**config.mk**
```make
export PLATFORM = sky130hd
export DESIGN_NAME = ramid_probe
export DESIGN_NICKNAME = d
export VERILOG_FILES = /design/src/rtl/ramid_pkg.sv /design/src/rtl/ramid_seq.sv /design/src/rtl/ramid_decode.sv /design/src/rtl/ramid_result.sv /design/src/rtl/ramid_probe.sv
export SDC_FILE = /design/constraint.sdc
export NUM_CORES = 1
export LEC_CHECK = 0
export BUFFER_PORTS_ARGS = -buffer_cell sky130_fd_sc_hd__buf_4
export CAP_MARGIN = 20
export CORE_ASPECT_RATIO = 0.9
export CORE_MARGIN = 2
export CORE_UTILIZATION = 35
export CTS_CLUSTER_SIZE = 30
export DETAILED_ROUTE_END_ITERATION = 6
export PLACE_DENSITY_LB_ADDON = 0.15
export SYNTH_ARGS = -nofsm -noshare
export SYNTH_HDL_FRONTEND = slang
export SYNTH_SLANG_ARGS = --single-unit
```
**constraint.sdc**
```tcl
create_clock -name clk -period 1.6 [get_ports clk]
set_input_delay 0.24 -clock clk [delete_from_list [all_inputs] [get_ports clk]]
set_output_delay 0.24 -clock clk [all_outputs]
set_load 0.02 [all_outputs]
```
**src/rtl/ramid_pkg.sv**
```systemverilog
package ramid_pkg;

    typedef enum logic [2:0] {
        ST_IDLE,
        ST_RST_WAIT,
        ST_RST_SEND,
        ST_RST_DRAIN,
        ST_DESEL,
        ST_ID_SEND,
        ST_ID_DRAIN,
        ST_DECIDE
    } seq_state_e;

    typedef enum logic [1:0] {
        PR_PASS     = 2'd0,
        PR_MISMATCH = 2'd1,
        PR_ABSENT   = 2'd2
    } probe_status_e;

endpackage

```
**src/rtl/ramid_seq.sv**
```systemverilog
module ramid_seq
    import ramid_pkg::*;
#(
    parameter logic [7:0] CMD_RESET  = 8'hF5,
    parameter logic [7:0] CMD_READID = 8'h9F,
    parameter logic [7:0] FILLER     = 8'hFF,
    parameter int         N_SLOTS    = 7,
    parameter int         KGD_SLOT   = 5,
    parameter int         EID_SLOT   = 6
) (
    input  logic       clk,
    input  logic       rst_n,
    input  logic       start_i,
    input  logic       sh_empty_i,
    input  logic       sh_busy_i,
    input  logic [7:0] sh_rx_i,
    output logic       sh_cs_o,
    output logic       sh_quad_o,
    output logic       sh_tx_valid_o,
    output logic [7:0] sh_tx_byte_o,
    output logic       run_o,
    output logic       decide_o,
    output logic [7:0] kgd_o,
    output logic [7:0] eid_o
);
    localparam int SLOT_W = $clog2(N_SLOTS);
    localparam logic [SLOT_W-1:0] SLOT_LAST = SLOT_W'(N_SLOTS - 1);
    localparam logic [SLOT_W-1:0] SLOT_KGD  = SLOT_W'(KGD_SLOT);
    localparam logic [SLOT_W-1:0] SLOT_EID  = SLOT_W'(EID_SLOT);

    seq_state_e        state_q, state_d;
    logic [SLOT_W-1:0] slot_q;
    logic [7:0]        kgd_q, eid_q;
    logic              idle_ok;

    assign idle_ok = sh_empty_i && !sh_busy_i;

    // State register
    always_ff @(posedge clk or negedge rst_n) begin
        if (!rst_n) state_q <= ST_IDLE;
        else        state_q <= state_d;
    end

    // Next state
    always_comb begin
        state_d = state_q;
        unique case (state_q)
            ST_IDLE:      if (start_i) state_d = ST_RST_WAIT;
            ST_RST_WAIT:  if (idle_ok) state_d = ST_RST_SEND;
            ST_RST_SEND:  state_d = ST_RST_DRAIN;
            ST_RST_DRAIN: if (idle_ok) state_d = ST_DESEL;
            ST_DESEL:     state_d = ST_ID_SEND;
            ST_ID_SEND:   state_d = ST_ID_DRAIN;
            ST_ID_DRAIN:  if (idle_ok) state_d = (slot_q == SLOT_LAST) ? ST_DECIDE : ST_ID_SEND;
            ST_DECIDE:    state_d = ST_IDLE;
            default:      state_d = ST_IDLE;
        endcase
    end

    // Outputs
    always_comb begin
        sh_cs_o       = 1'b0;
        sh_quad_o     = 1'b0;
        sh_tx_valid_o = 1'b0;
        sh_tx_byte_o  = FILLER;
        decide_o      = 1'b0;
        run_o         = (state_q != ST_IDLE);
        unique case (state_q)
            ST_RST_SEND: begin
                sh_cs_o = 1'b1; sh_quad_o = 1'b1; sh_tx_valid_o = 1'b1;
                sh_tx_byte_o = CMD_RESET;
            end
            ST_RST_DRAIN: begin
                sh_cs_o = 1'b1; sh_quad_o = 1'b1;
            end
            ST_ID_SEND: begin
                sh_cs_o = 1'b1; sh_tx_valid_o = 1'b1;
                sh_tx_byte_o = (slot_q == '0) ? CMD_READID : FILLER;
            end
            ST_ID_DRAIN: sh_cs_o = 1'b1;
            ST_DECIDE:   decide_o = 1'b1;
            default: ;
        endcase
    end

    // Slot counter and reply capture
    always_ff @(posedge clk or negedge rst_n) begin
        if (!rst_n) begin
            slot_q <= '0;
            kgd_q  <= '0;
            eid_q  <= '0;
        end else begin
            if (state_q == ST_IDLE && start_i) begin
                kgd_q <= '0;
                eid_q <= '0;
            end
            if (state_q == ST_DESEL) begin
                slot_q <= '0;
            end else if (state_q == ST_ID_DRAIN && idle_ok) begin
                if (slot_q == SLOT_KGD) kgd_q <= sh_rx_i;
                if (slot_q == SLOT_EID) eid_q <= sh_rx_i;
                if (slot_q != SLOT_LAST) slot_q <= slot_q + 1'b1;
            end
        end
    end

    assign kgd_o = kgd_q;
    assign eid_o = eid_q;

    AST_TX_ONE_CYCLE: assert property (@(posedge clk) disable iff (!rst_n)
        sh_tx_valid_o |=> !sh_tx_valid_o);
    AST_TX_AFTER_IDLE: assert property (@(posedge clk) disable iff (!rst_n)
        sh_tx_valid_o |-> $past(sh_empty_i && !sh_busy_i));
    AST_TX_UNDER_CS: assert property (@(posedge clk) disable iff (!rst_n)
        sh_tx_valid_o |-> sh_cs_o);
    AST_CS_GAP: assert property (@(posedge clk) disable iff (!rst_n)
        ($fell(sh_quad_o) && run_o) |-> !sh_cs_o);
    AST_SLOT_BOUND: assert property (@(posedge clk) disable iff (!rst_n)
        slot_q <= SLOT_LAST);
    AST_IDLE_NO_CS: assert property (@(posedge clk) disable iff (!rst_n)
        !run_o |-> !sh_cs_o);

endmodule

```
**src/rtl/ramid_decode.sv**
```systemverilog
module ramid_decode
    import ramid_pkg::*;
#(
    parameter logic [7:0] KGD_OK    = 8'h5D,
    parameter logic [7:0] EID_ALIAS = 8'h26,
    parameter int         FIELD_LSB = 5,
    parameter int         MIB_W     = 4
) (
    input  logic [7:0]       kgd_i,
    input  logic [7:0]       eid_i,
    input  logic [MIB_W-1:0] expect_i,
    output logic [MIB_W-1:0] size_o,
    output probe_status_e    status_o
);
    localparam int FIELD_W = 8 - FIELD_LSB;

    logic               present;
    logic [FIELD_W-1:0] field;
    logic [MIB_W-1:0]   coded;

    assign present = (kgd_i == KGD_OK);
    assign field   = eid_i[7:FIELD_LSB];

    always_comb begin
        unique case (field)
            FIELD_W'(0): coded = MIB_W'(2);
            FIELD_W'(1): coded = MIB_W'(4);
            FIELD_W'(2): coded = MIB_W'(8);
            default:     coded = MIB_W'(1);
        endcase
        if (eid_i == EID_ALIAS) coded = MIB_W'(8);
    end

    always_comb begin
        size_o = present ? coded : '0;
        if (!present)              status_o = PR_ABSENT;
        else if (coded == expect_i) status_o = PR_PASS;
        else                        status_o = PR_MISMATCH;
    end

endmodule

```
**src/rtl/ramid_result.sv**
```systemverilog
module ramid_result
    import ramid_pkg::*;
#(
    parameter int MIB_W = 4
) (
    input  logic             clk,
    input  logic             rst_n,
    input  logic             start_i,
    input  logic             run_i,
    input  logic             decide_i,
    input  logic [MIB_W-1:0] size_i,
    input  probe_status_e    status_i,
    output logic             done_o,
    output logic             valid_o,
    output logic [MIB_W-1:0] size_o,
    output logic [1:0]       status_o
);
    logic [MIB_W-1:0] size_q;
    logic [1:0]       status_q;
    logic             done_q, valid_q;

    always_ff @(posedge clk or negedge rst_n) begin
        if (!rst_n) begin
            size_q   <= '0;
            status_q <= PR_PASS;
            done_q   <= 1'b0;
            valid_q  <= 1'b0;
        end else begin
            done_q <= decide_i;
            if (decide_i) begin
                size_q   <= size_i;
                status_q <= status_i;
                valid_q  <= 1'b1;
            end else if (start_i && !run_i) begin
                valid_q <= 1'b0;
            end
        end
    end

    assign done_o   = done_q;
    assign valid_o  = valid_q;
    assign size_o   = size_q;
    assign status_o = status_q;

    AST_DONE_PULSE: assert property (@(posedge clk) disable iff (!rst_n)
        done_o |=> !done_o);
    AST_DONE_VALID: assert property (@(posedge clk) disable iff (!rst_n)
        done_o |-> valid_o);
    AST_RESULT_HOLD: assert property (@(posedge clk) disable iff (!rst_n)
        (valid_o && !start_i) |=> ($stable(status_o) && $stable(size_o)));
    AST_ABSENT_ZERO: assert property (@(posedge clk) disable iff (!rst_n)
        (valid_o && status_o == PR_ABSENT) |-> size_o == '0);

endmodule

```
**src/rtl/ramid_probe.sv**
```systemverilog
module ramid_probe
    import ramid_pkg::*;
#(
    parameter int MIB_W = 4
) (
    input  logic             clk,
    input  logic             rst_n,
    input  logic             start_i,
    input  logic [MIB_W-1:0] expect_mib_i,
    input  logic             sh_tx_empty_i,
    input  logic             sh_busy_i,
    input  logic [7:0]       sh_rx_byte_i,
    output logic             sh_cs_o,
    output logic             sh_quad_o,
    output logic             sh_tx_valid_o,
    output logic [7:0]       sh_tx_byte_o,
    output logic             busy_o,
    output logic             done_o,
    output logic             result_valid_o,
    output logic [1:0]       status_o,
    output logic [MIB_W-1:0] size_mib_o
);
    logic             run, decide;
    logic [7:0]       kgd, eid;
    logic [MIB_W-1:0] dec_size;
    probe_status_e    dec_status;

    ramid_seq u_seq (
        .clk           (clk),
        .rst_n         (rst_n),
        .start_i       (start_i),
        .sh_empty_i    (sh_tx_empty_i),
        .sh_busy_i     (sh_busy_i),
        .sh_rx_i       (sh_rx_byte_i),
        .sh_cs_o       (sh_cs_o),
        .sh_quad_o     (sh_quad_o),
        .sh_tx_valid_o (sh_tx_valid_o),
        .sh_tx_byte_o  (sh_tx_byte_o),
        .run_o         (run),
        .decide_o      (decide),
        .kgd_o         (kgd),
        .eid_o         (eid)
    );

    ramid_decode #(.MIB_W(MIB_W)) u_decode (
        .kgd_i    (kgd),
        .eid_i    (eid),
        .expect_i (expect_mib_i),
        .size_o   (dec_size),
        .status_o (dec_status)
    );

    ramid_result #(.MIB_W(MIB_W)) u_result (
        .clk      (clk),
        .rst_n    (rst_n),
        .start_i  (start_i),
        .run_i    (run),
        .decide_i (decide),
        .size_i   (dec_size),
        .status_i (dec_status),
        .done_o   (done_o),
        .valid_o  (result_valid_o),
        .size_o   (size_mib_o),
        .status_o (status_o)
    );

    assign busy_o = run;

    AST_START_IGNORED: assert property (@(posedge clk) disable iff (!rst_n)
        (busy_o && start_i && !done_o) |=> !done_o || !$past(sh_tx_valid_o));

endmodule

```
==> reports/results.ini <==
[worst_hold_path]
hold_end=u_seq.eid_o[1]$_DFF_PN0_
min_from=sh_rx_byte_i[1]
worst_hold_path_type=input port to register
worstHoldPathCells=3

[timing]
finalHoldViolCount=0
slew_violations=0
period_needed_ns=1.646
skew_ns=0.002865
rsz0062_at_grt=yes
setup_viol=2
whs_ns=0.1782
fmax_mhz=607.5
setup_slack_ns=-0.04606
tns_ns=-0.09196
min_period_over_period_pct=102.9

[yosys]
synthTopCellsByArea=dfrtp_1, nand2_1, o21ai_0
synth_warnings=0
synth_cells=179
ys_types=41
synth_top_area_cell=dfrtp_1
synthesis.area_um2=1614
synth-seq-cells=30
syn_area_per_cell_um2=9.017
ys_seq_area_share_pct=46.51
synth_top_area_share_pct=46.51

[pwr]
p_leak_nw=1.006
vdd_drop_max_uv=675.7
p_per_area_nw_per_um2=1353

[finish]
fin_util_pct=48.70
seq_area_um2=754.5
drive_above_1_share_pct=34.06
stdcell_count=291
nets=249
final_cell_mix=buf_4, nand2_1, dfrtp_1
final_cell_area_um2=2158
nFillCells=450
area_growth_pct=33.72
multiInputGateArea_um2=773.2
num_antenna_cells=0
layout_commonest_cell=buf_4

[worst_setup_path]
r2r-end=u_seq.state_q[2]$_DFFE_PN0P_
end_kind=output pin
critPathKind=register to output pin
critical_path_required_ns=1.36
path_cells=inv_2 -> ha_1 -> nand2_1 -> or3_4 -> buf_6
critPathMaxFanout=2
critPathLaunchType=register
slowest_delay_ns=0.40
slowest_stage=dfrtp_1
rr_startpoint=u_seq.state_q[0]$_DFFE_PN0P_
crit_arrival_ns=1.41
r2r_slack_ns=0.03
reg2reg_depth=7

[grt]
grt_pass1_wl_um=6368
grt_antenna_before_repair=0
grt_max_degree=31
grt_pass1_vias=1444
grtUsageTotal_pct=16.76
gr-total-overflow=0

[detailed_routing]
routed_wl_um=3784
viasPerCell=4.876
dr.pass1.iters=4
dr_total_vias=1419
highest_layer=met4
first_iter_violations=110
wl_per_cell_um=13.00
wl_met3_um=180
wl_met1_um=1679
dr_wl_met2_um=1848
ant_nets=0
drc_errors=0

[clock_tree]
cts_inserted_buffers=5
ctsRootBufferMaster=clkbuf_8
path_clk_slew_ns=0.06
cts.sinks=30
insertion_delay_ns=0.28
htreeDepth=2
cts_buffer_depth=2
cts_tree=yes

[floorplan]
initial_core_util_pct=36.42
io_pins=37
die_x_um=75.58
die-area_um2=5172
core-area_um2=4432
row_count=23
dieHeight_um=68.43

[run_status]
violations=negative setup slack
status=finished, violations left

[placed_design]
gp_congestion=0.8506
dp_cells=270
port-buffer-count=32
placed_area_um2=1928
dp_hpwl_um=2625

[run]
maxCapViolCount=0

## Yosys cell counts
master and n:
nand2_1 46, dfrtp_1 30, o21ai_0 18, buf_4 8, a21oi_1 7, buf_2 6
inv_1 5, ha_1 4, nor2b_1 4, nand2b_1 3, nor2_1 3, nor3_1 3
nor4_1 3, o21ai_1 3, or3_1 3, xnor2_1 3, a21o_1 2, nand3_1 2
nand3b_1 2, nor4bb_1 2, o31ai_1 2, a211o_1 1, a221o_2 1, and3_1 1
and3b_1 1, and4b_2 1, and4bb_1 1, buf_6 1, clkbuf_1 1, conb_1 1
mux2_2 1, mux2i_1 1, nand3_2 1, nand4_1 1, nor3_2 1, nor4b_2 1
o21a_1 1, o221a_1 1, o22ai_1 1, o41ai_1 1, xor2_1 1
## stage by stage
stage	power (mW)	worst slack [ns]
2_1_floorplan	1.675	0.02461
3_3_place_gp	2.034	0.09178
3_5_place_dp	2.062	0.06418
4_1_cts	2.818	-0.05221
5_1_grt	3.121	-0.1122
6_report	2.920	-0.04606
## power by group
group / internal (mW) / switching (mW)
clock network: 0.346 / 0.274
logic: 0.635 / 0.663
registers: 0.880 / 0.121
## worst max-delay path, delay by kind of cell, from the launching register on
kind	cells	cell delay [ns]
adders and majority gates	1	0.14
buffers and inverters	2	0.20
DFF	1	0.40
and+or+nand+nor	2	0.39
## registers in the layout, summed over array words and instances (netlist names)
name and count:
u_seq.eid_o 8, u_seq.kgd_o 8, u_result.valid_o 1, u_seq.slot_q 3, u_result.status_o 2, u_result.size_o 4
u_seq.state_q 3, u_result.done_o 1
## logic make-up after synthesis
family | count (synthesis) | synth area share [%]
and+or+nand+nor | 79 | 25.12
AOI/OAI and AO/OA | 38 | 13.88
DFF | 30 | 46.51
buffers and inverters | 21 | 7.674
adders and majority gates | 4 | 3.101
xor gates and xnor gates | 4 | 2.171
muxes | 2 | 1.318
other | 1 | 0.2323
## layout make-up
| class | count | share of cell area, % |
|---|---|---|
| timing repair buffer | 55 | 20.52 |
| tap | 62 | 3.594 |
| clock inverter | 1 | 0.2319 |
| sequential | 30 | 34.96 |
| multi-input combinational | 131 | 35.83 |
| clock buffer | 7 | 4.000 |
| inverter | 5 | 0.8696 |
## routing by layer
metal  vias to the layer above  track usage [%]
met5                         -                0
met4                         0            8.991
met3                         7            4.418
met2                        38            28.70
met1                       678            19.01
li1                        696                -
## how the worst max path moves through the flow
| stage | to | startpoint | slack, ns | cells after the start |
|---|---|---|---|---|
| finish | sh_tx_byte_o[6] | u_seq.slot_q[0]$_DFFE_PN0P_ | -0.05 | 5 |
| global route | sh_tx_byte_o[6] | u_seq.slot_q[0]$_DFFE_PN0P_ | -0.11 | 5 |
| floorplan | sh_tx_byte_o[6] | u_seq.state_q[2]$_DFFE_PN0P_ | 0.02 | 4 |
| detailed placement | u_result.status_o[0]$_DFFE_PN0P_ | u_seq.eid_o[2]$_DFF_PN0_ | 0.06 | 5 |
| global placement | u_result.status_o[0]$_DFFE_PN0P_ | u_seq.eid_o[2]$_DFF_PN0_ | 0.09 | 5 |
| CTS | sh_tx_byte_o[6] | u_seq.slot_q[0]$_DFFE_PN0P_ | -0.05 | 5 |
## what timing repair did
action,CTS,global route
hold buffers,1,0
pin swaps,0,5
gates resized for setup,8,7
setup buffers,7,5
cloned,0,0
endpoints found under the setup margin,4,27
endpoints found under the hold margin,30,0
Power figures use the tool's default switching activity.
